`config.mk`:
```
export PLATFORM = sky130hd
export DESIGN_NAME = usb_ep_hs_ctrl
export DESIGN_NICKNAME = d
export VERILOG_FILES = /design/src/rtl/usb_ep_pkg.sv /design/src/rtl/usb_ep_decode.sv /design/src/rtl/usb_ep_regs.sv /design/src/rtl/usb_ep_hs_ctrl.sv
export SDC_FILE = /design/constraint.sdc
export NUM_CORES = 1
export LEC_CHECK = 0
export ABC_CLOCK_PERIOD_IN_PS = 2330
export BUFFER_PORTS_ARGS = -buffer_cell sky130_fd_sc_hd__buf_2
export CORE_ASPECT_RATIO = 0.6
export CORE_MARGIN = 1.5
export CORE_UTILIZATION = 54
export CTS_CLUSTER_SIZE = 40
export DETAILED_ROUTE_END_ITERATION = 8
export GPL_TIMING_DRIVEN = 0
export PLACE_DENSITY = 0.77
export SYNTH_ARGS = -nofsm -noshare
export SYNTH_HDL_FRONTEND = slang
export SYNTH_SLANG_ARGS = --single-unit
```
`constraint.sdc`:
```
create_clock -name clk -period 2.33 [get_ports clk]
set_input_delay 0.3495 -clock clk [delete_from_list [all_inputs] [get_ports clk]]
set_output_delay 0.3495 -clock clk [all_outputs]
set_load 0.01 [all_outputs]
```
`src/rtl/usb_ep_pkg.sv`:
```
package usb_ep_pkg;

    typedef enum logic [1:0] {
        TK_OUT   = 2'd0,
        TK_IN    = 2'd1,
        TK_SETUP = 2'd2,
        TK_NONE  = 2'd3
    } tok_e;

    typedef enum logic [1:0] {
        RS_ACK   = 2'd0,
        RS_NAK   = 2'd1,
        RS_STALL = 2'd2,
        RS_IGN   = 2'd3
    } resp_e;

    typedef struct packed {
        resp_e on_setup;
        resp_e on_in;
        resp_e on_out;
    } mode_resp_t;

    localparam logic [3:0] M_OFF          = 4'b0000;
    localparam logic [3:0] M_NAK_BOTH     = 4'b0001;
    localparam logic [3:0] M_STALL_BOTH   = 4'b0011;
    localparam logic [3:0] M_RX_NAK       = 4'b1000;
    localparam logic [3:0] M_RX_ACK       = 4'b1001;
    localparam logic [3:0] M_STATUS_RX    = 4'b1010;
    localparam logic [3:0] M_TX_NAK       = 4'b1100;
    localparam logic [3:0] M_TX_ACK       = 4'b1101;
    localparam logic [3:0] M_TX_NAK_ST    = 4'b1110;
    localparam logic [3:0] M_TX_ACK_ST    = 4'b1111;

    function automatic mode_resp_t mode_table(input logic [3:0] m);
        mode_resp_t r;
        r = '{on_setup: RS_IGN, on_in: RS_IGN, on_out: RS_IGN};
        case (m)
            M_NAK_BOTH:   r = '{on_setup: RS_ACK, on_in: RS_NAK,   on_out: RS_NAK};
            M_STALL_BOTH: r = '{on_setup: RS_ACK, on_in: RS_STALL, on_out: RS_STALL};
            M_RX_NAK:     r.on_out = RS_NAK;
            M_RX_ACK:     r.on_out = RS_ACK;
            M_STATUS_RX:  r = '{on_setup: RS_ACK, on_in: RS_STALL, on_out: RS_ACK};
            M_TX_NAK:     r.on_in = RS_NAK;
            M_TX_ACK:     r.on_in = RS_ACK;
            M_TX_NAK_ST:  r = '{on_setup: RS_ACK, on_in: RS_NAK,   on_out: RS_ACK};
            M_TX_ACK_ST:  r = '{on_setup: RS_ACK, on_in: RS_ACK,   on_out: RS_ACK};
            default:      ;
        endcase
        return r;
    endfunction

    function automatic logic [3:0] mode_after_ack(input logic [3:0] m, input tok_e t);
        logic [3:0] n;
        n = m;
        if (t == TK_SETUP) begin
            n = M_NAK_BOTH;
        end else begin
            case (m)
                M_RX_ACK:    n = M_RX_NAK;
                M_TX_ACK:    n = M_TX_NAK;
                M_TX_ACK_ST: n = M_TX_NAK_ST;
                default:     n = m;
            endcase
        end
        return n;
    endfunction

endpackage

```
`src/rtl/usb_ep_decode.sv`:
```
module usb_ep_decode
    import usb_ep_pkg::*;
(
    input  logic [3:0] mode,
    input  tok_e       tok,
    output resp_e      resp,
    output logic [3:0] mode_ack
);
    mode_resp_t row;

    always_comb begin
        row = mode_table(mode);
        case (tok)
            TK_SETUP: resp = row.on_setup;
            TK_IN:    resp = row.on_in;
            TK_OUT:   resp = row.on_out;
            default:  resp = RS_IGN;
        endcase
        mode_ack = mode_after_ack(mode, tok);
    end

    always_comb begin
        if (mode == M_OFF) begin
            a_r2_off_silent: assert (resp == RS_IGN);
        end
    end
endmodule

```
`src/rtl/usb_ep_regs.sv`:
```
module usb_ep_regs (
    input  logic       clk,
    input  logic       rst,
    input  logic       eng_mode_we,
    input  logic [3:0] eng_mode,
    input  logic [2:0] eng_stat_set,
    input  logic       eng_cnt_we,
    input  logic [7:0] eng_cnt,
    input  logic       cpu_mode_we,
    input  logic       cpu_cnt_we,
    input  logic [7:0] cpu_wdata,
    output logic [3:0] mode_q,
    output logic [2:0] stat_q,
    output logic [7:0] cnt_q
);
    logic [2:0] stat_base;

    always_comb begin
        stat_base = cpu_mode_we ? cpu_wdata[7:5] : stat_q;
    end

    always_ff @(posedge clk) begin
        if (rst) begin
            mode_q <= 4'b0000;
            stat_q <= 3'b000;
            cnt_q  <= 8'h00;
        end else begin
            if (eng_mode_we)      mode_q <= eng_mode;
            else if (cpu_mode_we) mode_q <= cpu_wdata[3:0];
            stat_q <= stat_base | eng_stat_set;
            if (eng_cnt_we)       cnt_q <= eng_cnt;
            else if (cpu_cnt_we)  cnt_q <= cpu_wdata;
        end
    end

    a_r1_reset_clear: assert property (@(posedge clk) disable iff (rst)
        $past(rst) |-> (mode_q == 4'b0000 && stat_q == 3'b000 && cnt_q == 8'h00));

    a_r9_flags_sticky: assert property (@(posedge clk) disable iff (rst)
        !cpu_mode_we |=> ((stat_q & $past(stat_q)) == $past(stat_q)));
endmodule

```
`src/rtl/usb_ep_hs_ctrl.sv`:
```
module usb_ep_hs_ctrl
    import usb_ep_pkg::*;
#(
    parameter int NUM_EP  = 4,
    parameter int EP_SIZE = 8,
    parameter int EP_W    = (NUM_EP > 1) ? $clog2(NUM_EP) : 1
) (
    input  logic            clk,
    input  logic            rst,
    input  logic [1:0]      tok_type,
    input  logic [EP_W-1:0] tok_ep,
    input  logic            data_begin,
    input  logic            xact_end,
    input  logic            xact_ok,
    input  logic [5:0]      xact_cnt,
    input  logic            xact_tog,
    input  logic [EP_W-1:0] cpu_ep,
    input  logic            cpu_sel,
    input  logic            cpu_we,
    input  logic            cpu_re,
    input  logic [7:0]      cpu_wdata,
    output logic [7:0]      cpu_rdata,
    output logic            hs_valid,
    output logic [1:0]      hs_code,
    output logic            irq
);
    localparam logic [6:0] CNT_LIMIT = 7'(EP_SIZE + 2);

    logic [3:0] mode_a [NUM_EP];
    logic [2:0] stat_a [NUM_EP];
    logic [7:0] cnt_a  [NUM_EP];

    tok_e       tk;
    logic       ep_ok, cpu_ep_ok;
    logic [3:0] cur_mode, ack_mode;
    resp_e      resp;
    logic       is_rx, pkt_ok, responds, fire, acked, crc_bad;
    logic       lock_q;

    always_comb begin
        tk        = tok_e'(tok_type);
        ep_ok     = 32'(tok_ep) < NUM_EP;
        cpu_ep_ok = 32'(cpu_ep) < NUM_EP;
        cur_mode  = ep_ok ? mode_a[tok_ep] : 4'b0000;
    end

    usb_ep_decode u_decode (
        .mode     (cur_mode),
        .tok      (tk),
        .resp     (resp),
        .mode_ack (ack_mode)
    );

    always_comb begin
        is_rx    = (tk == TK_OUT) || (tk == TK_SETUP);
        pkt_ok   = xact_ok && (!is_rx || ({1'b0, xact_cnt} < CNT_LIMIT));
        responds = ep_ok && (resp != RS_IGN);
        fire     = xact_end && responds && pkt_ok;
        acked    = fire && (resp == RS_ACK);
        crc_bad  = xact_end && responds && is_rx && !xact_ok;
    end

    for (genvar e = 0; e < NUM_EP; e++) begin : g_ep
        logic       hit, cpu_hit, blocked;
        logic [2:0] stat_set;

        always_comb begin
            hit      = 32'(tok_ep) == e;
            cpu_hit  = 32'(cpu_ep) == e;
            blocked  = (e == 0) ? lock_q : 1'b0;
            stat_set = {data_begin && hit && tk == TK_SETUP && resp == RS_ACK,
                        acked && hit && tk == TK_IN,
                        acked && hit && tk == TK_OUT};
        end

        usb_ep_regs u_regs (
            .clk          (clk),
            .rst          (rst),
            .eng_mode_we  (acked && hit),
            .eng_mode     (ack_mode),
            .eng_stat_set (stat_set),
            .eng_cnt_we   (hit && ((acked && is_rx) || crc_bad)),
            .eng_cnt      ({xact_tog, acked, xact_cnt}),
            .cpu_mode_we  (cpu_we && cpu_hit && !cpu_sel && !blocked),
            .cpu_cnt_we   (cpu_we && cpu_hit && cpu_sel && !blocked),
            .cpu_wdata    (cpu_wdata),
            .mode_q       (mode_a[e]),
            .stat_q       (stat_a[e]),
            .cnt_q        (cnt_a[e])
        );
    end

    always_ff @(posedge clk) begin
        if (rst) begin
            lock_q <= 1'b0;
        end else if (acked && tok_ep == '0) begin
            lock_q <= 1'b1;
        end else if (cpu_re && cpu_ep == '0) begin
            lock_q <= 1'b0;
        end
    end

    always_comb begin
        if (!cpu_ep_ok)   cpu_rdata = 8'h00;
        else if (cpu_sel) cpu_rdata = cnt_a[cpu_ep];
        else              cpu_rdata = {stat_a[cpu_ep], 1'b0, mode_a[cpu_ep]};
    end

    always_ff @(posedge clk) begin
        if (rst) begin
            hs_valid <= 1'b0;
            hs_code  <= RS_ACK;
            irq      <= 1'b0;
        end else begin
            hs_valid <= fire;
            hs_code  <= resp;
            irq      <= acked || crc_bad;
        end
    end

    logic [3:0] mode0;
    assign mode0 = mode_a[0];

    a_r13_reply_timing: assert property (@(posedge clk) disable iff (rst)
        hs_valid |-> $past(xact_end));
    a_r13_reply_code: assert property (@(posedge clk) disable iff (rst)
        hs_valid |-> (hs_code != RS_IGN));
    a_r7_reject_silent: assert property (@(posedge clk) disable iff (rst)
        (xact_end && !pkt_ok) |=> !hs_valid);
    a_r3_setup_rearm: assert property (@(posedge clk) disable iff (rst)
        (acked && tk == TK_SETUP && tok_ep == '0) |=> (mode0 == M_NAK_BOTH));
    a_r10_lock_holds: assert property (@(posedge clk) disable iff (rst)
        (lock_q && cpu_we && cpu_ep == '0 && !cpu_sel && !(xact_end && tok_ep == '0))
        |=> $stable(mode0));
    a_r11_irq_timing: assert property (@(posedge clk) disable iff (rst)
        irq |-> $past(xact_end));
endmodule

```
==> results.md <==
- DP Worst Slack: -0.504 ns
- Area Growth Syn to Fin: 26.6%
- Post-route DRC violation count: 0
- R2R Path Start: g_ep[3].u_regs.mode_q[2]$_SDFFE_PP0P_
- Critical path's slowest cell: mux4_2
- Critical Path Sink Type: flip-flop
- Final Setup Violations: 37
- Commonest cells after routing, fill and taps aside: dfxtp_1 (58), mux2i_1 (56), nor2_1 (42)
- Final WL: 13600 microns
- Distinct cells, synth: 54
- DR vias: 3946
- Final HPWL DP: between 9000 and 10000 microns
- Gate power share: 12.9%
- Final worst slack: -0.124 ns
- Flop pwr share: 40.2%
- Relative slew slack: between 20% and 30%
- CTS tree: built
- Sw power: 751 uW
- Root buf cell: clkbuf_16
- I/O pins: 41
- Class of the worst hold path: in2reg
- Die Ht: 70.5 microns
- Post-Synthesis Cells: ~430
- CP bufs+invs: 1
- Starting density of the core: roughly 56%
- Crit path max-delay family: simple AND/OR/NAND/NOR gates
- Worst setup startpoint: g_ep[3].u_regs.mode_q[2]$_SDFFE_PP0P_
- Power Dens Cells: 559 mW/mm^2
- Core Footprint: 0.00730 sq mm
- Synthesis Warnings: 0
- Switching Share: around a quarter
- Placed cell count: 568
- Hold_buf cts: 0
- Post-synth ARST share: 0%
- Clock buffer depth: 2
- Outcome: complete, but fails checks
- Total number of H-tree levels: 3
- Critical path arrival: approximately 2.7 ns
- Latest clock arrival within the worst-skew pair: 0.34 ns
- Setup TNS Final: -2.36 ns
- Antenna diodes: 0
- Fin nets: roughly 520
- Worst VDD drop: 479 uV
- Period utilisation layout: 105%
- CP max stage delay: 0.57 ns
- Total gr overflow: 0
- Clk_skew: around 0.0083 ns
- Tightest Pin Transition: 1.08 ns
- Static Leakage: 0.00202 uW
- Syn Std Cell Area: approximately 0.004 sq mm
- Worst path cell trace: mux4_2, nand2_2, o2111ai_4, and3_4, or3_4, buf_8, or3_4, a21oi_2
- #FFs+latches synth: 65
- Vias in the first global route: around 3.7k
- Clock network fraction of total power: roughly 47%
- First-pass GRT wire length: about 21000 microns
- Most common cell type on the critical path: or3_4
- Port bufs: 29
- Worst hold start: cpu_re
- P_int: between 2000 and 2500 uW
- Clk sinks: 65
- ANT nets after route: 0
- Syn_nets: between 400 and 500
- Non-filler cells, final: 603
- Commonest non-fill, non-tap cell in the layout: dfxtp_1
- Post-synthesis sequential area ratio: 31.8%
- Cell Rows: 24
- Total die area: 0.00813 sq mm
- Failing checks: setup timing
- RSZ-0062 raised after global routing: yes
- Reg clk slew, reported paths: 0.05 ns
- Fmax: 0.408 GHz
- Critical path required time: 2.60 ns
- Number of max-cap violations: 0
- Critical path class: reg2reg
- Largest net degree at the start of global routing: 13
- Routed wire per std cell: 22.5 microns
- Final Max Slew Viols: 0
- Top FF cell, synth: dfxtp_1
- Utilization of the core after routing: a little under three quarters
- Final Hold Fails: 0
- Drt first pass iters: 5
- Post-synth EDFFs: 0
- Initial antenna violation count: 0
- GPL Wtd Cong: roughly 0.92
- CP max FO: 6
- Vias per inst: 6.54
- 1st-iter DRT viols: approximately 460
- GR Util All Layers: 34.4%
- DIE WIDTH: 115 microns
- CTS buffer count: 9
- Layout cells sized above 1: a little over a third
- Worst setup SP type: flip-flop
- FILL cells: 530
- Syn avg cell area: 9.44 sq um
- Tmin final: ~2.5 ns
-- final timing paths --
kind	end	slack [ns]	cells after the start
min	g_ep[0].blocked$_SDFFE_PP0P_	0.32	4
max reg2reg	g_ep[1].u_regs.stat_q[1]$_SDFF_PP0_	-0.12	8
max	g_ep[1].u_regs.stat_q[1]$_SDFF_PP0_	-0.12	8
min reg2reg	g_ep[0].u_regs.stat_q[2]$_SDFF_PP0_	0.55	2
-- what timing repair did --
item                       in CTS  in global routing
cloned                          1                  0
hold endpoints to repair        0                  0
setup endpoints to repair      51                 61
setup buffers                  16                  4
resized for setup              34                 45
pin swaps                       8                 10
-- Yosys cell counts (all sizes together), types with 2 or more instances --
library cell,count,area (sq um)
o21a,2,15.0
o22ai,5,31.3
nand4b,2,17.5
mux2,14,158
mux4,19,428
a22o,2,17.5
a311oi,7,105
and3,2,17.5
nor2b,8,50.1
mux2i,56,561
nand3,3,20.0
a21oi,25,129
inv,27,101
a2bb2oi,2,17.5
or3,5,36.3
nand2,19,71.3
nor3,10,50.1
a211o,21,184
nor2,47,176
a211oi,15,113
dfxtp,65,1300
o21ai,6,45.1
clkbuf,21,80.1
nand2b,15,109
buf,19,106
-- routing by layer --
metal  GRT usage, %  routed length (microns)  vias up
met5              0                        0        -
li1               -                        -     1703
met1           50.9                     5890     1931
met4           11.5                      311        0
met2           47.7                     5750      277
met3           9.46                     1630       35
-- tightest hold or removal path, cell delays in order --
cell     delay (ns)
buf_2          0.10
nand2_1        0.04
a21oi_1        0.06
nor2_1         0.07
-- flip-flops by register name, indices dropped and copies added, names as in the netlist --
name                flops
g_ep.u_regs.stat_q     12
irq                     1
g_ep.u_regs.cnt_q      32
hs_valid                1
g_ep.u_regs.mode_q     16
g_ep.blocked            1
hs_code                 2
-- power groups by stage --
stage | clock (uW) | combinational, uW | sequential (uW)
6_report | 1360 | 374 | 1160
5_1_grt | 1400 | 394 | 1160
4_1_cts | 1360 | 343 | 1160
3_5_place_dp | 0 | 328 | 1180
3_3_place_gp | 0 | 319 | 1180
2_1_floorplan | 0 | 223 | 1180
-- cell type report --
type | count | area [sq um] | area share (%)
Multi-Input combinational cell | 302 | 2750 | 53.1
Clock inverter | 3 | 40.0 | 0.773
Timing Repair Buffer | 51 | 354 | 6.83
Inverter | 27 | 101 | 1.96
Sequential cell | 65 | 1310 | 25.3
Clock buffer | 13 | 250 | 4.83
Buffer | 38 | 245 | 4.73
Tap cell | 104 | 130 | 2.51
-- kinds of logic (layout without fill, tap and decap cells) --
family,after synthesis,after routing,synth area share [%]
flip-flops,65,65,31.8
AO/OA/AOI/OAI,95,95,18.5
buffers and inverters,67,132,7.03
multiplexers,89,89,28.0
AND/OR/NAND/NOR,118,118,14.7
-- through the flow --
step	hold WS (ns)	area (sq um)	power, uW
final	0.316	5180	2890
after floorplan	0.480	4140	1400
after detailed placement	0.526	4430	1510
after global routing	0.327	5180	2950
after CTS	0.306	4990	2860
after global placement	0.497	4410	1500
Power figures use the tool's default switching activity.
